### config.mk
export PLATFORM = sky130hd
export DESIGN_NAME = irq_nest_ctrl
export DESIGN_NICKNAME = d
export VERILOG_FILES = /design/src/rtl/irq_nest_pkg.sv /design/src/rtl/irq_nest_dp.sv /design/src/rtl/irq_nest_ctl.sv /design/src/rtl/irq_nest_ctrl.sv
export SDC_FILE = /design/constraint.sdc
export NUM_CORES = 1
export LEC_CHECK = 0
export BUFFER_PORTS_ARGS = -buffer_cell sky130_fd_sc_hd__buf_2
export CORE_MARGIN = 1
export CORE_UTILIZATION = 40
export DETAILED_ROUTE_END_ITERATION = 12
export GPL_ROUTABILITY_DRIVEN = 0
export PLACE_DENSITY_LB_ADDON = 0.3
export REMOVE_ABC_BUFFERS = 1
export SLEW_MARGIN = 25
export SYNTH_ARGS = -nofsm -noshare
export SYNTH_HDL_FRONTEND = slang
export SYNTH_SLANG_ARGS = --single-unit
### constraint.sdc
create_clock -name clk -period 9.5 [get_ports clk]
set_input_delay 1.425 -clock clk [delete_from_list [all_inputs] [get_ports clk]]
set_output_delay 1.425 -clock clk [all_outputs]
set_load 0.01 [all_outputs]
### src/rtl/irq_nest_pkg.sv
package irq_nest_pkg;
  localparam int NUM_SRC = 6;
  localparam int NUM_LVL = 4;
  localparam int LVL_W   = $clog2(NUM_LVL);
  localparam int VEC_W   = $clog2(NUM_SRC);
  localparam int REG_W   = NUM_SRC + 1;
  localparam int GLB_BIT = REG_W - 1;

  typedef enum logic [1:0] {
    SEL_ENABLE = 2'd0,
    SEL_LVL_LO = 2'd1,
    SEL_LVL_HI = 2'd2
  } regSel_e;

  typedef struct packed {
    logic latchReq;
    logic commitLvl;
    logic retireLvl;
  } ctlStrobe_t;
endpackage

### src/rtl/irq_nest_dp.sv
module irq_nest_dp
  import irq_nest_pkg::*;
(
  input  logic               clk,
  input  logic               rstN,
  input  logic               regWrEn,
  input  logic [1:0]         regSel,
  input  logic [REG_W-1:0]   regWrData,
  input  logic [NUM_SRC-1:0] srcRaw,
  input  ctlStrobe_t         strobe,
  output logic               candValid,
  output logic [VEC_W-1:0]   heldVec,
  output logic [NUM_LVL-1:0] inService
);
  logic [REG_W-1:0]   enReg;
  logic [NUM_SRC-1:0] loReg;
  logic [NUM_SRC-1:0] hiReg;
  logic [NUM_SRC-1:0] eligible;
  logic [LVL_W-1:0]   srcLvl [NUM_SRC];
  logic               bestFound;
  logic [LVL_W-1:0]   bestLvl;
  logic [VEC_W-1:0]   bestIdx;
  logic               isAny;
  logic [LVL_W-1:0]   topLvl;
  logic [LVL_W-1:0]   heldLvl;
  logic [NUM_LVL-1:0] isNext;

  always_ff @(posedge clk) begin
    if (!rstN) begin
      enReg <= '0;
      loReg <= '0;
      hiReg <= '0;
    end else if (regWrEn) begin
      case (regSel)
        SEL_ENABLE: enReg <= regWrData;
        SEL_LVL_LO: loReg <= regWrData[NUM_SRC-1:0];
        SEL_LVL_HI: hiReg <= regWrData[NUM_SRC-1:0];
        default: ;
      endcase
    end
  end

  for (genvar i = 0; i < NUM_SRC; i++) begin : gSrc
    assign srcLvl[i]   = {hiReg[i], loReg[i]};
    assign eligible[i] = srcRaw[i] & enReg[i] & enReg[GLB_BIT];
  end

  // Scan from last to first so that equal levels end on the lowest index.
  always_comb begin
    bestFound = 1'b0;
    bestLvl   = '0;
    bestIdx   = '0;
    for (int i = NUM_SRC - 1; i >= 0; i--) begin
      if (eligible[i] && (!bestFound || srcLvl[i] >= bestLvl)) begin
        bestFound = 1'b1;
        bestLvl   = srcLvl[i];
        bestIdx   = VEC_W'(i);
      end
    end
  end

  always_comb begin
    isAny  = |inService;
    topLvl = '0;
    for (int l = 0; l < NUM_LVL; l++) begin
      if (inService[l]) topLvl = LVL_W'(l);
    end
  end

  assign candValid = bestFound && (!isAny || bestLvl > topLvl);

  always_ff @(posedge clk) begin
    if (!rstN) begin
      heldVec <= '0;
      heldLvl <= '0;
    end else if (strobe.latchReq) begin
      heldVec <= bestIdx;
      heldLvl <= bestLvl;
    end
  end

  always_comb begin
    isNext = inService;
    if (strobe.retireLvl && isAny) isNext[topLvl] = 1'b0;
    if (strobe.commitLvl) isNext[heldLvl] = 1'b1;
  end

  always_ff @(posedge clk) begin
    if (!rstN) inService <= '0;
    else       inService <= isNext;
  end
endmodule

### src/rtl/irq_nest_ctl.sv
module irq_nest_ctl
  import irq_nest_pkg::*;
(
  input  logic       clk,
  input  logic       rstN,
  input  logic       candValid,
  input  logic       cpuAck,
  input  logic       cpuReti,
  output ctlStrobe_t strobe,
  output logic       irqReq
);
  typedef enum logic {ST_IDLE, ST_OFFER} state_e;
  state_e state, stateNext;

  always_comb begin
    strobe           = '0;
    strobe.latchReq  = (state == ST_IDLE) && candValid;
    strobe.commitLvl = (state == ST_OFFER) && cpuAck;
    strobe.retireLvl = cpuReti;
    stateNext        = state;
    if (strobe.latchReq)  stateNext = ST_OFFER;
    if (strobe.commitLvl) stateNext = ST_IDLE;
  end

  always_ff @(posedge clk) begin
    if (!rstN) state <= ST_IDLE;
    else       state <= stateNext;
  end

  assign irqReq = (state == ST_OFFER);
endmodule

### src/rtl/irq_nest_ctrl.sv
module irq_nest_ctrl
  import irq_nest_pkg::*;
(
  input  logic             clk,
  input  logic             rstN,
  input  logic             regWrEn,
  input  logic [1:0]       regSel,
  input  logic [REG_W-1:0] regWrData,
  input  logic [1:0]       extReq,
  input  logic [1:0]       tmrReq,
  input  logic [1:0]       tmr2Flags,
  input  logic [1:0]       serFlags,
  input  logic             cpuAck,
  input  logic             cpuReti,
  output logic             irqReq,
  output logic [VEC_W-1:0] irqVec
);
  logic [NUM_SRC-1:0] srcRaw;
  logic [NUM_LVL-1:0] inService;
  logic               candValid;
  ctlStrobe_t         strobe;

  // Index equals vector number, which is also the polling order.
  assign srcRaw = {|tmr2Flags, |serFlags, tmrReq[1], extReq[1], tmrReq[0], extReq[0]};

  irq_nest_dp uDp (
    .clk(clk), .rstN(rstN), .regWrEn(regWrEn), .regSel(regSel),
    .regWrData(regWrData), .srcRaw(srcRaw), .strobe(strobe),
    .candValid(candValid), .heldVec(irqVec), .inService(inService)
  );

  irq_nest_ctl uCtl (
    .clk(clk), .rstN(rstN), .candValid(candValid), .cpuAck(cpuAck),
    .cpuReti(cpuReti), .strobe(strobe), .irqReq(irqReq)
  );
endmodule

==> results.json, run 1 <==
{
  "outcome": "finished clean",
  "min_period_over_period_pct": 92.8,
  "totalWireLength_um": 3620,
  "cp_max_fo": 7,
  "placed_area_mm2": 0.00191,
  "power_frac_comb_pct": 6.9,
  "rows": 23,
  "synth_compound_area_share_pct": 23.5,
  "powerDensity_mw_per_mm2": 138,
  "drc_errors": 0,
  "dp_hpwl_um": 2720,
  "clk_pin_slew_worst_paths_ns": 0.06,
  "synthXorXnorAreaFrac_pct": 0,
  "grt_first_pass_wirelength_um": 6220,
  "fin_cells": 272,
  "netSwitchingPower_mw": 0.0629,
  "critPathKind": "in2reg",
  "root_buffer": "clkbuf_8",
  "leakage_nw": 0.901,
  "synth_simple_gate_area_share_pct": 18.0,
  "core_mm2": 0.00409,
  "insertion_delay_ns": 0.28,
  "antenna_found_initial": 0,
  "synth_top_area_share_pct": 33.3,
  "cts_sinks": 29,
  "vias_per_cell": 5.38,
  "area.growth.synth_to_final_pct": 16.9,
  "endpoint_kind": "flop",
  "die_x_um": 68.0,
  "yosysTopAreaCell": "dfxtp_1",
  "ys_types": 46,
  "ys_seq_area_share_pct": 33.3,
  "grtUsageMet2_pct": 26.3,
  "fmax_ghz": 0.113,
  "port_buffers": 25,
  "wl_per_cell_um": 13.3,
  "r2r_slack_ns": 1.39,
  "rsz0062_at_grt": "false",
  "muxShareOfSynthArea_pct": 12.6,
  "dp.cells": 264,
  "p_int_mw": 0.218,
  "cts_made_buffers": 5,
  "fp.dieH_um": 68.0,
  "drv_cap": 0,
  "finalSetupViolations": 0,
  "syn_area_mm2": 0.00174,
  "num_vias": 1464,
  "use_met3_pct": 5.67,
  "critical_path_arrival_ns": 9.00,
  "grt_pass1_vias": 1345,
  "power.total_mw": 0.281,
  "grt-ovfl-total": 0,
  "slew_violations": 0,
  "swShare_pct": 22.4,
  "num-nets-final": 255,
  "fillers": 409,
  "grt_max_degree": 31,
  "drive_above_1_share_pct": 21.2,
  "dieArea_mm2": 0.00462,
  "io-pin-count": 26,
  "syn-instance-count": 193,
  "slowest_delay_ns": 0.57,
  "use_met1_pct": 24.9,
  "fin_crit_ns": 8.81,
  "fin_area_mm2": 0.00204,
  "seqPwrFrac_pct": 45.3,
  "worst_slew_pin_slew_ns": 0.946,
  "ys_ff_latch": 29,
  "ant_nets": 0,
  "grt_busiest_layer": "met2",
  "diodes": 0,
  "power_frac_clock_pct": 47.7,
  "hold_violations": 0,
  "setup_tns_ns": 0,
  "initial_core_util_pct": 42.6,
  "synth-edff-count": 0,
  "avgSynthCellArea_um2": 9.02,
  "synth-main-ff-cell": "dfxtp_1",
  "synth_fa_ha_area_share_pct": 8.62,
  "cts_htree_levels": 2,
  "synth-async-reset-ratio_pct": 0,
  "drtPass1Iterations": 4,
  "synth_area_leaders": "dfxtp_1 33%, mux2i_1 13%, ha_1 8.6%",
  "hold_class": "reg2reg",
  "fin_worst_skew_ns": 0.00453,
  "cp_slowest_cell": "a2111oi_1",
  "clockBufferDepth": 2,
  "synth_warnings": 0,
  "peakVddDrop_mv": 0.0661,
  "cts_tree": "yes",
  "start_kind": "input pin",
  "slew_headroom_pct": 36.9,
  "critPathRequiredTime_ns": 9.69,
  "synth_top_family_by_area": "compound AO/OA/AOI/OAI gates",
  "postCtsSetupBuffers": 0,
  "grt_usage_pct": 18.6,
  "first_iter_violations": 47
}
==> power by group through the flow <==
| stage | Combinational [mW] | Clock [mW] | Sequential, mW |
|---|---|---|---|
| after global routing | 0.0221 | 0.145 | 0.128 |
| after detailed placement | 0.0195 | 0 | 0.130 |
| after floorplan | 0.0108 | 0 | 0.129 |
| final | 0.0195 | 0.134 | 0.128 |
| after CTS | 0.0196 | 0.139 | 0.127 |
| after global placement | 0.0192 | 0 | 0.130 |
==> cell usage after synthesis, drive strengths merged (2+ instances only) <==
cell type,n
o21bai,5
and3,2
a21oi,14
dfxtp,29
mux2i,22
a21o,5
a211oi,3
nor2,29
nand3b,2
a221oi,3
nand2,7
nand2b,7
clkbuf,2
nand3,5
nor3,2
nor2b,2
ha,12
o21ai,3
buf,3
inv,11
o211ai,2
and2,2
nand4,2
a22oi,3
==> per-layer routing <==
layer	routed length [um]	vias to the layer above	share of wire, %
li1	-	760	-
met1	1850	666	51
met2	1540	27	43
met3	127	11	3.5
met4	103	0	2.8
met5	0	-	0
==> registers in the layout, indices dropped and copies added, names as in the netlist <==
| register | cells |
|---|---|
| uDp.heldVec | 3 |
| uDp.inService | 4 |
| uDp.hiReg | 6 |
| uDp.loReg | 6 |
| uCtl.irqReq | 1 |
| uDp.enReg | 7 |
| uDp.heldLvl | 2 |
==> area by class of cell <==
cell class	instances	area (um^2)	area share, %
Multi-Input combinational cell	148	1100	54.0
Sequential cell	29	581	28.5
Clock inverter	2	37.5	1.84
Inverter	11	41.3	2.03
Tap cell	50	62.6	3.07
Clock buffer	6	82.6	4.06
Timing Repair Buffer	26	133	6.52
==> final timing paths <==
check	cells after the start	to	start
worst max-delay path	38	uDp.heldLvl[1]	tmr2Flags[1]
worst min-delay path	2	uDp.heldVec[0]	uDp.heldVec[0]
worst max register to register	37	uDp.heldLvl[1]	uDp.enReg[6]
worst min register to register	2	uDp.heldVec[0]	uDp.heldVec[0]
==> critical path: cells and delay by family <==
family	cells	cell delay [ns]
compound gates	22	4.51
fa+ha+maj	6	1.64
buf+inv	1	0.13
simple gates	9	1.30
==> stage by stage <==
step           util [%]  hold slack, ns  worst slack, ns
3_3_place_gp       46.8           0.443            0.356
2_1_floorplan         -           0.454             1.24
5_1_grt            49.8           0.465           0.0666
4_1_cts            49.7           0.458            0.585
3_5_place_dp       46.8           0.449            0.348
6_report           49.8           0.453            0.688
==> timing repair <==
item / CTS / global route
gates resized for setup: 0 / 2
setup endpoints to repair: 0 / 2
hold buffers: 0 / 0
endpoints found under the hold margin: 0 / 0
==> cells by family after synthesis <==
family | Yosys count
mux | 22
fa+ha+maj | 12
compound gates | 50
simple gates | 64
buf+inv | 16
flops | 29
==> cell usage in the layout, fill, tap and decap left out, drive strengths merged, types with 2 or more instances in the layout <==
cell type  netlist  layout
nand2            7       7
ha              12      12
nand4            2       2
a22oi            3       3
a21oi           14      14
o211ai           2       2
mux2i           22      22
nand2b           7       7
nor2b            2       2
o21bai           5       5
a211oi           3       3
nor2            29      29
inv             11      11
nand3b           2       2
a221oi           3       3
clkbuf           2       6
dfxtp           29      29
a21o             5       5
o21ai            3       3
buf              3      26
and2             2       2
nor3             2       2
and3             2       2
nand3            5       5
No activity file was read; power rests on OpenSTA's default activity.
==> run 2: changes to the inputs <==
--- a/config.mk
+++ b/config.mk
@@ -6,11 +6,12 @@
 export NUM_CORES = 1
 export LEC_CHECK = 0
 export BUFFER_PORTS_ARGS = -buffer_cell sky130_fd_sc_hd__buf_2
+export CAP_MARGIN = 40
 export CORE_MARGIN = 1
 export CORE_UTILIZATION = 40
 export DETAILED_ROUTE_END_ITERATION = 12
 export GPL_ROUTABILITY_DRIVEN = 0
-export PLACE_DENSITY_LB_ADDON = 0.3
+export PLACE_DENSITY = 0.56
 export REMOVE_ABC_BUFFERS = 1
 export SLEW_MARGIN = 25
 export SYNTH_ARGS = -nofsm -noshare
==> run 2 against run 1 <==
  * Final cell count increased by 0.37%
  * Via count up 3.9%
  * Final area increased by 1.2%
  * Clock power fell by 29%
  * Setup slack worse by 0.081 ns
  * First-iteration DRC count rose by 60%
  * Sequential power hardly changed
  * Critical path type unchanged
  * Critical endpoint is now uDp.heldLvl[0]
  * Largest power group is now sequential cells
  * Highest routed layer unchanged
==> results.json, run 2 (synthesis results as in run 1) <==
{
  "place_ws_ns": 0.244,
  "drv_cap": 0,
  "largest_register": "uDp.enReg",
  "slowest_delay_ns": 0.33,
  "ff2ff_path_depth": 37,
  "cts_tree": "yes",
  "cp_common_cell": "ha_1",
  "postCtsSetupBuffers": 0,
  "num-nets-final": 256,
  "critical_path_arrival_ns": 9.06,
  "dieArea_mm2": 0.00462,
  "slew_headroom_pct": 64.3,
  "num_vias": 1521,
  "area.growth.synth_to_final_pct": 18.2,
  "cts_htree_levels": 2,
  "holdPathStages": 2,
  "fp.dieH_um": 68.0,
  "hold_violations": 0,
  "r2r_slack_ns": 1.33,
  "grt_usage_pct": 20.1,
  "fin_worst_skew_ns": 0.00588,
  "peakVddDrop_mv": 0.0858,
  "outcome": "finished clean",
  "r2r-end": "uDp.heldLvl[0]",
  "endpoint_kind": "flop",
  "dp_hpwl_um": 3200,
  "cts-resized-gates": 0,
  "io-pin-count": 26,
  "grt-ovfl-total": 0,
  "drtPass1Iterations": 4,
  "fmax_ghz": 0.112,
  "die_x_um": 68.0,
  "initial_core_util_pct": 42.6,
  "hold-worst-slack_ns": 0.456,
  "root_buffer": "clkbuf_8",
  "largest_register_ffs": 7,
  "multi_input_area_mm2": 0.00113,
  "hold_class": "reg2reg",
  "clockBufferDepth": 2,
  "leakage_nw": 0.906,
  "min_period_over_period_pct": 93.6,
  "final-seq-area_um2": 581,
  "reg.largest.list": "uDp.enReg x7, uDp.hiReg x6, uDp.loReg x6",
  "cp_slowest_cell": "o31ai_2",
  "slew_violations": 0,
  "antenna_found_initial": 0,
  "fin_crit_ns": 8.89,
  "ant_nets": 0,
  "critPathKind": "in2reg",
  "layout_common_cells": "29 x dfxtp_1, 28 x nor2_1, 25 x buf_2",
  "fillers": 392,
  "finalSetupViolations": 0,
  "rsz0062_at_grt": "false",
  "worst_slew_pin_slew_ns": 0.534,
  "grt_pass1_vias": 1477,
  "clk_pin_slew_worst_paths_ns": 0.06,
  "hold_start": "uDp.heldVec[0]",
  "layout_setup_ws_ns": 0.607,
  "start_kind": "input pin",
  "diodes": 0,
  "rows": 23,
  "core_mm2": 0.00409,
  "final_common_cell": "dfxtp_1",
  "powerDensity_mw_per_mm2": 119,
  "vias_per_cell": 5.57,
  "totalWireLength_um": 4140,
  "critPathRequiredTime_ns": 9.66,
  "port_buffers": 25,
  "grt_max_degree": 22,
  "drc_errors": 0,
  "wl_per_cell_um": 15.2,
  "cts_made_buffers": 5,
  "setup_tns_ns": 0,
  "cp_max_fo": 7,
  "insertion_delay_ns": 0.28,
  "first_iter_violations": 75,
  "grt_first_pass_wirelength_um": 6740,
  "cts_hold_buf": 0,
  "worstHoldEndpoint": "uDp.heldVec[0]",
  "drive_above_1_share_pct": 22.4,
  "cts_sinks": 29,
  "r2r-start": "uDp.enReg[6]",
  "power.total_mw": 0.245
}
==> run 2: layout make-up <==
cell class                      instances  area share [%]
Multi-Input combinational cell        148            55.0
Sequential cell                        29            28.2
Timing Repair Buffer                   27            7.78
Clock buffer                            6            3.52
Tap cell                               50            3.04
Inverter                               11            2.00
Clock inverter                          2           0.486
==> run 2: layer usage <==
metal	track usage, %	vias to the layer above	share of wire, %
li1	-	764	-
met1	25.5	706	47
met2	33.0	39	47
met3	3.33	12	3.5
met4	9.11	0	2.5
met5	0	-	0
==> run 2: where the power goes <==
part | switching, mW | internal, mW | leakage (nW)
clock | 0.0450 | 0.0506 | 0.0450
sequential | 0.00321 | 0.124 | 0.235
combinational | 0.0118 | 0.0101 | 0.626
total | 0.0600 | 0.185 | 0.906
==> run 2: worst max path at each step <==
stage                     endpoint  cells past startpoint  slack, ns         start
floorplan           uDp.heldLvl[1]                     38       1.24  tmr2Flags[1]
global placement    uDp.heldLvl[0]                     37       0.49  tmr2Flags[1]
detailed placement  uDp.heldLvl[0]                     37       0.24  tmr2Flags[1]
CTS                 uDp.heldLvl[0]                     37       0.51  tmr2Flags[1]
global route        uDp.heldLvl[0]                     39       0.08  tmr2Flags[1]
finish              uDp.heldLvl[0]                     38       0.61  tmr2Flags[1]
==> run 2: per-stage QoR <==
| step | utilization (%) | instance area, um^2 | std cells |
|---|---|---|---|
| 6_report | 50.4 | 2060 | 273 |
| 5_1_grt | 50.4 | 2060 | 273 |
| 4_1_cts | 49.4 | 2020 | 273 |
| 3_5_place_dp | 47.4 | 1940 | 265 |
| 3_3_place_gp | 46.8 | 1910 | 264 |
| 2_1_floorplan | - | 1720 | 188 |
==> run 2: worst max-delay path, delay by kind of cell <==
family / cells / cell delay, ns
AO/OA/AOI/OAI: 21 / 4.31
adder cells (fa/ha/maj): 6 / 1.65
AND/OR/NAND/NOR: 10 / 1.54
buffers and inverters: 1 / 0.12
